===== src/rtl/rstc_pkg.sv =====
package rstc_pkg;
  localparam int LINES_PER_REG = 32;

  typedef logic [LINES_PER_REG-1:0] word_t;

  typedef enum logic [1:0] {
    HIT_NONE  = 2'd0,
    HIT_PULSE = 2'd1,
    HIT_LEVEL = 2'd2
  } hit_e;
endpackage


===== src/rtl/rstc_addr_decode.sv =====
module rstc_addr_decode
  import rstc_pkg::*;
#(
  parameter int NUM_REGS   = 8,
  parameter int LEVEL_BASE = 'h7C,
  parameter int ADDR_W     = 8,
  parameter int IDX_W      = 3
) (
  input  logic [ADDR_W-1:0] addr,
  output hit_e              hit,
  output logic [IDX_W-1:0]  idx
);
  localparam logic [31:0] PULSE_END = 32'(NUM_REGS);
  localparam logic [31:0] LVL_LO    = 32'(LEVEL_BASE / 4);
  localparam logic [31:0] LVL_END   = LVL_LO + 32'(NUM_REGS);

  logic [31:0] word_no;

  always_comb begin
    word_no = 32'(addr >> 2);
    hit     = HIT_NONE;
    idx     = '0;
    if (addr[1:0] == 2'b00) begin
      if (word_no < PULSE_END) begin
        hit = HIT_PULSE;
        idx = IDX_W'(word_no);
      end else if (word_no >= LVL_LO && word_no < LVL_END) begin
        hit = HIT_LEVEL;
        idx = IDX_W'(word_no - LVL_LO);
      end
    end
  end
endmodule


===== src/rtl/rstc_pulse_lane.sv =====
module rstc_pulse_lane #(
  parameter int PULSE_CYCLES = 4,
  parameter int CNT_W        = 3
) (
  input  logic clk,
  input  logic rst_n,
  input  logic fire,
  output logic active
);
  logic [CNT_W-1:0] cnt_q;

  always_ff @(posedge clk or negedge rst_n) begin
    if (!rst_n)               cnt_q <= '0;
    else if (fire)            cnt_q <= CNT_W'(PULSE_CYCLES);
    else if (cnt_q != '0)     cnt_q <= cnt_q - 1'b1;
  end

  assign active = (cnt_q != '0);

  // a fire loads the full length, also while running
  assert_pulse_load_R5: assert property (@(posedge clk) disable iff (!rst_n)
    fire |=> (cnt_q == CNT_W'(PULSE_CYCLES)));

  // a running pulse counts down by one per cycle
  assert_pulse_count_R3: assert property (@(posedge clk) disable iff (!rst_n)
    (!fire && cnt_q != '0) |=> (cnt_q == $past(cnt_q) - 1'b1));

  // an idle lane stays idle without a fire
  assert_pulse_idle_R4: assert property (@(posedge clk) disable iff (!rst_n)
    (!fire && !active) |=> !active);
endmodule


===== src/rtl/rstc_pulse_bank.sv =====
module rstc_pulse_bank
  import rstc_pkg::*;
#(
  parameter int NUM_REGS     = 8,
  parameter int PULSE_CYCLES = 4
) (
  input  logic                     clk,
  input  logic                     rst_n,
  input  logic [NUM_REGS-1:0]      wr_sel,
  input  word_t                    wr_data,
  output logic [NUM_REGS-1:0][31:0] active
);
  localparam int CNT_W = $clog2(PULSE_CYCLES + 1);

  for (genvar r = 0; r < NUM_REGS; r++) begin : g_reg
    for (genvar b = 0; b < LINES_PER_REG; b++) begin : g_line
      rstc_pulse_lane #(
        .PULSE_CYCLES(PULSE_CYCLES),
        .CNT_W       (CNT_W)
      ) u_lane (
        .clk   (clk),
        .rst_n (rst_n),
        .fire  (wr_sel[r] & wr_data[b]),
        .active(active[r][b])
      );
    end
  end

  // at most one pulse register is written per cycle
  assert_pulse_sel_R2: assert property (@(posedge clk) disable iff (!rst_n)
    $onehot0(wr_sel));
endmodule


===== src/rtl/rstc_level_bank.sv =====
module rstc_level_bank
  import rstc_pkg::*;
#(
  parameter int NUM_REGS = 8
) (
  input  logic                      clk,
  input  logic                      rst_n,
  input  logic [NUM_REGS-1:0]       wr_sel,
  input  word_t                     wr_data,
  output logic [NUM_REGS-1:0][31:0] level_q
);
  for (genvar r = 0; r < NUM_REGS; r++) begin : g_reg
    always_ff @(posedge clk or negedge rst_n) begin
      if (!rst_n)         level_q[r] <= '1;
      else if (wr_sel[r]) level_q[r] <= wr_data;
    end
  end

  // at most one level register is written per cycle
  assert_level_sel_R2: assert property (@(posedge clk) disable iff (!rst_n)
    $onehot0(wr_sel));

  // level registers change only when written
  assert_level_hold_R7: assert property (@(posedge clk) disable iff (!rst_n)
    !(|wr_sel) |=> $stable(level_q));
endmodule


===== src/rtl/rstc_top.sv =====
module rstc_top
  import rstc_pkg::*;
#(
  parameter int NUM_REGS     = 8,
  parameter int LEVEL_BASE   = 'h7C,
  parameter int PULSE_CYCLES = 4,
  parameter int ADDR_W       = 8
) (
  input  logic                         clk,
  input  logic                         rst_n,
  input  logic                         wr_en,
  input  logic                         rd_en,
  input  logic [ADDR_W-1:0]            addr,
  input  logic [31:0]                  wr_data,
  output logic [31:0]                  rd_data,
  output logic                         rd_valid,
  output logic [NUM_REGS*32-1:0]       rst_out
);
  localparam int IDX_W = (NUM_REGS > 1) ? $clog2(NUM_REGS) : 1;

  hit_e                      hit;
  logic [IDX_W-1:0]          idx;
  logic [NUM_REGS-1:0]       pulse_sel;
  logic [NUM_REGS-1:0]       level_sel;
  logic [NUM_REGS-1:0][31:0] pulse_act;
  logic [NUM_REGS-1:0][31:0] level_q;

  rstc_addr_decode #(
    .NUM_REGS  (NUM_REGS),
    .LEVEL_BASE(LEVEL_BASE),
    .ADDR_W    (ADDR_W),
    .IDX_W     (IDX_W)
  ) u_dec (
    .addr(addr),
    .hit (hit),
    .idx (idx)
  );

  for (genvar r = 0; r < NUM_REGS; r++) begin : g_sel
    assign pulse_sel[r] = wr_en && (hit == HIT_PULSE) && (idx == IDX_W'(r));
    assign level_sel[r] = wr_en && (hit == HIT_LEVEL) && (idx == IDX_W'(r));
  end

  rstc_pulse_bank #(
    .NUM_REGS    (NUM_REGS),
    .PULSE_CYCLES(PULSE_CYCLES)
  ) u_pulse (
    .clk    (clk),
    .rst_n  (rst_n),
    .wr_sel (pulse_sel),
    .wr_data(wr_data),
    .active (pulse_act)
  );

  rstc_level_bank #(
    .NUM_REGS(NUM_REGS)
  ) u_level (
    .clk    (clk),
    .rst_n  (rst_n),
    .wr_sel (level_sel),
    .wr_data(wr_data),
    .level_q(level_q)
  );

  // read port: one cycle of latency, unmapped reads return zero
  always_ff @(posedge clk or negedge rst_n) begin
    if (!rst_n) begin
      rd_data  <= '0;
      rd_valid <= 1'b0;
    end else begin
      rd_valid <= rd_en;
      if (rd_en) begin
        unique case (hit)
          HIT_PULSE: rd_data <= pulse_act[idx];
          HIT_LEVEL: rd_data <= level_q[idx];
          default:   rd_data <= '0;
        endcase
      end
    end
  end

  // a line is in reset while its pulse runs or its level bit is low
  assign rst_out = pulse_act | ~level_q;

  // valid follows each sampled read by one cycle
  assert_rd_valid_R10: assert property (@(posedge clk) disable iff (!rst_n)
    rd_en |=> rd_valid);
  assert_rd_idle_R10: assert property (@(posedge clk) disable iff (!rst_n)
    !rd_en |=> !rd_valid);

  // unmapped reads return zero, unmapped writes leave the levels alone
  assert_unmapped_rd_R9: assert property (@(posedge clk) disable iff (!rst_n)
    (rd_en && hit == HIT_NONE) |=> (rd_data == '0));
  assert_unmapped_wr_R9: assert property (@(posedge clk) disable iff (!rst_n)
    (wr_en && hit == HIT_NONE) |=> $stable(level_q));

  // a line with a cleared level bit is always in reset
  assert_level_holds_R8: assert property (@(posedge clk) disable iff (!rst_n)
    (~level_q & ~rst_out) == '0);
endmodule


===== config.mk =====
export PLATFORM = sky130hd
export DESIGN_NAME = rstc_top
export DESIGN_NICKNAME = d
export VERILOG_FILES = /design/src/rtl/rstc_pkg.sv /design/src/rtl/rstc_addr_decode.sv /design/src/rtl/rstc_pulse_lane.sv /design/src/rtl/rstc_pulse_bank.sv /design/src/rtl/rstc_level_bank.sv /design/src/rtl/rstc_top.sv
export SDC_FILE = /design/constraint.sdc
export NUM_CORES = 2
export LEC_CHECK = 0
export BUFFER_PORTS_ARGS = -buffer_cell sky130_fd_sc_hd__buf_2
export CAP_MARGIN = 20
export CORE_UTILIZATION = 35
export CTS_BUF_LIST = sky130_fd_sc_hd__clkbuf_4
export CTS_CLUSTER_DIAMETER = 120
export DETAILED_ROUTE_END_ITERATION = 7
export SKIP_CTS_REPAIR_TIMING = 1
export SLEW_MARGIN = 20
export SYNTH_ARGS = -nofsm -noshare
export SYNTH_HDL_FRONTEND = slang
export SYNTH_SLANG_ARGS = --single-unit

===== constraint.sdc =====
create_clock -name clk -period 4.4 [get_ports clk]
set_clock_uncertainty 0.2 [all_clocks]
set_input_delay 0.22 -clock clk [delete_from_list [all_inputs] [get_ports clk]]
set_output_delay 0.22 -clock clk [all_outputs]
set_load 0.05 [all_outputs]

==> flow_summary.ini <==
[power]
p_sw_w = 0.0168
power_frac_clock = 0.220
powerDensity_mw_per_mm2 = 658
p_comb_frac = 0.426
power.leakage_nw = 31.0
seq_power_share = 0.355
switching_share = 0.374
ir_drop_mv = 0.253
p_int_w = 0.0281

[placement]
gp_congestion = 0.841
placedCellCount = 7989
hpwlAfterDp_um = 129000
dp_slack_ns = 0.320
port_buffers = 332

[sta]
rsz0062_at_grt = false
slew_violations = 0
worst_pin_slew_ns = 1.25
finalCritPeriodShare = 0.971
setup_violations = 0
worst_slack_ns = 0.127
slew_headroom = 0.161
tns_ns = 0
period_minus_slack_ns = 4.27
final-hold-violation-count = 0
fmax_ghz = 0.234
hold-worst-slack_ns = 0.170

[clock_network]
cts_tree = built
cts.sinks = 1057
cts_max_path_buffers = 4
clock_latency_ns = 1.39
cts_root_buf = clkbuf_4
cts_buffers = 319
clkTransAtPathRegs_ns = 0.07
ctsHtreeMaxLevel = 5

[layout]
multiInputGateArea_mm2 = 0.0283
layoutNonFillerInstCount = 8690
synthToLayoutAreaGrowth_pct = 17.3
drive_above_1_share = 0.236
fillers = 15986
final_util = 0.414
nNetsFinal = 6806
regArea_mm2 = 0.0268

[synthesis]
ys_seq_elements = 1057
async_reset_ff_frac = 1.00
synth_area_mm2 = 0.0582
synth_cells = 5631
yosys_warnings = 0
avgSynthCellArea_um2 = 10.3
synth.distinct_cells = 84
synth_ff_type = dfrtp_1
synth-edff-count = 0
synth_seq_area_share = 0.460
syn_nets = 6190

[global_routing]
grt_max_degree = 110
antenna_found_initial = 19
grt_pass1_wl_um = 283000
grt_overflow = 0
gr-usage-all-layers = 0.225
grt_pass1_vias = 44266

[floorplan]
die_w_um = 410
die_area_mm2 = 0.168
start_util = 0.353
die_height_um = 410
ios = 333
core_mm2 = 0.165
rows = 149

[critical_path]
worstPathRequired_ns = 5.40
worst_path_largest_cell_delay_ns = 0.95
start_kind = input port
path_buf_inv = 6
path_cells = dlygate4sd3_1, buf_2, ha_1, a211o_1, o221ai_2, dlygate4sd3_1, a21oi_4, dlygate4sd3_1, nand2_1, nor2_4, buf_4, a21oi_1, dlygate4sd3_1
arrival_ns = 5.27
critPathCaptureType = flip-flop
critPathKind = input port to flip-flop
crit_top_cell = dlygate4sd3_1
critPathSlowestCell = dlygate4sd3_1
critPathMaxFanout = 36
crit_family = buffers and inverters

[run_status]
violations = DRC
status = complete, but fails checks

[detailed_routing]
drtAntennaViolNets = 0
drt-total-wl_um = 198000
drc = 72
vias_per_cell = 5.33
first_iter_violations = 3809
vias = 46302
wire_per_inst_um = 22.8
first_pass_iters = 7

[worst_hold_path]
holdCritPathClass = input port to flip-flop

[flow_run]
maxCapViolCount = 0
==> synthesized netlist by cell type, types with 4 or more instances <==
cell,n,area share
nand3_1,14,0.0012
dfstp_2,256,0.12
o22a_1,4,0.00060
nand2_1,162,0.010
mux2_2,234,0.045
mux2_1,13,0.0025
and2_1,7,0.00075
a21oi_1,495,0.043
a31oi_1,5,0.00054
o2111ai_1,8,0.0012
buf_2,101,0.0087
clkbuf_1,136,0.0088
ha_1,515,0.11
nor3_1,73,0.0063
a211oi_1,5,0.00064
mux2i_1,10,0.0017
or3_1,4,0.00043
o22ai_1,71,0.0076
nand3b_1,137,0.018
buf_4,18,0.0023
xnor2_1,256,0.039
o31ai_1,4,0.00052
o221ai_1,60,0.0090
dfrtp_1,801,0.34
inv_1,578,0.037
nor2_1,538,0.035
nor2_2,5,0.00054
o221a_2,18,0.0035
a221o_1,260,0.045
a211o_1,8,0.0012
nand2b_1,148,0.016
a2111oi_0,4,0.00060
a2bb2oi_1,4,0.00060
o211ai_1,17,0.0022
or2_2,8,0.00086
a221oi_1,174,0.026
nor2b_1,330,0.035
buf_1,9,0.00058
o21ai_0,55,0.0047
o21a_1,5,0.00064
a22oi_1,13,0.0017
nor3_2,5,0.00086
==> final timing paths <==
| check | from | end | slack [ns] | cells after the start |
|---|---|---|---|---|
| worst max-delay path | addr[2] | u_pulse.g_reg[1].g_line[19].u_lane.cnt_q[0] | 0.13 | 13 |
| worst min-delay path | wr_data[1] | u_pulse.g_reg[3].g_line[1].u_lane.cnt_q[2] | 0.17 | 4 |
| worst max register to register | u_pulse.g_reg[2].g_line[25].u_lane.cnt_q[0] | rd_data[25] | 1.95 | 7 |
| worst min register to register | rd_data[21] | rd_data[21] | 0.30 | 2 |
| max in group asynchronous | rst_n | u_level.level_q[246] | 2.18 | 7 |
| min in group asynchronous | rst_n | u_pulse.g_reg[1].g_line[13].u_lane.cnt_q[2] | 0.50 | 5 |
==> metal layers <==
metal  vias to the layer above  track usage  part of all wire
li1                      21085            -                 -
met2                      1650        0.346              0.45
met1                     23164        0.300              0.43
met3                       389       0.0559             0.073
met5                         -            0           0.00043
met4                        14       0.0944             0.038
==> sequential cells by signal, indices dropped and copies added, names as in the netlist <==
register                       flops
rd_data                           32
rd_valid                           1
u_level.level_q                  256
u_pulse.g.g_line.u_lane.cnt_q    768
==> placed cells by master (no fill, tap or decap), drive strengths merged, types with 256 or more instances in the layout <==
cell	Yosys	final
a221o	260	260
ha	515	515
nor2	545	545
dfrtp	801	801
inv	578	580
dfstp	256	256
clkbuf	136	511
a21oi	497	497
xnor2	256	256
buf	130	444
nor2b	330	330
==> kinds of logic (layout without fill, tap and decap cells) <==
logic type / after synthesis / count (layout) / share of synthesized area
AND/OR/NAND/NOR: 1450 / 1450 / 0.128
AO/OA/AOI/OAI: 1251 / 1251 / 0.155
flip-flops: 1057 / 1057 / 0.460
buffers and inverters: 845 / 1706 / 0.0581
adder cells (fa/ha/maj): 515 / 515 / 0.111
multiplexers: 257 / 257 / 0.0495
XOR/XNOR: 256 / 256 / 0.0385
other: 0 / 9 / 0
==> layout make-up <==
| type | count | share of cell area |
|---|---|---|
| tap | 2189 | 0.0401 |
| inverter | 579 | 0.0318 |
| sequential | 1057 | 0.392 |
| clock buffer | 511 | 0.0562 |
| multi-input combinational | 3729 | 0.415 |
| timing repair buffer | 561 | 0.0611 |
| antenna | 9 | 0.000330 |
| clock inverter | 55 | 0.00388 |
==> power by group through the flow <==
stage               Sequential [W]  Combinational, W  Clock, W
floorplan                   0.0155            0.0154         0
global placement            0.0159            0.0179         0
detailed placement          0.0159            0.0189         0
CTS                         0.0159            0.0189    0.0101
global route                0.0164            0.0219    0.0107
finish                      0.0159            0.0191   0.00987
==> tightest hold or removal path: stages <==
cell           delay [ns]
dlygate4sd3_1        0.51
dlygate4sd3_1        0.53
buf_2                0.20
a221o_1              0.17
==> metrics by stage <==
stage               instance area, µm²  total power [W]
detailed placement               62800           0.0349
global route                     68300           0.0490
global placement                 62800           0.0338
CTS                              66900           0.0450
finish                           68300           0.0449
floorplan                        58200           0.0309
Power figures use the tool's default switching activity.
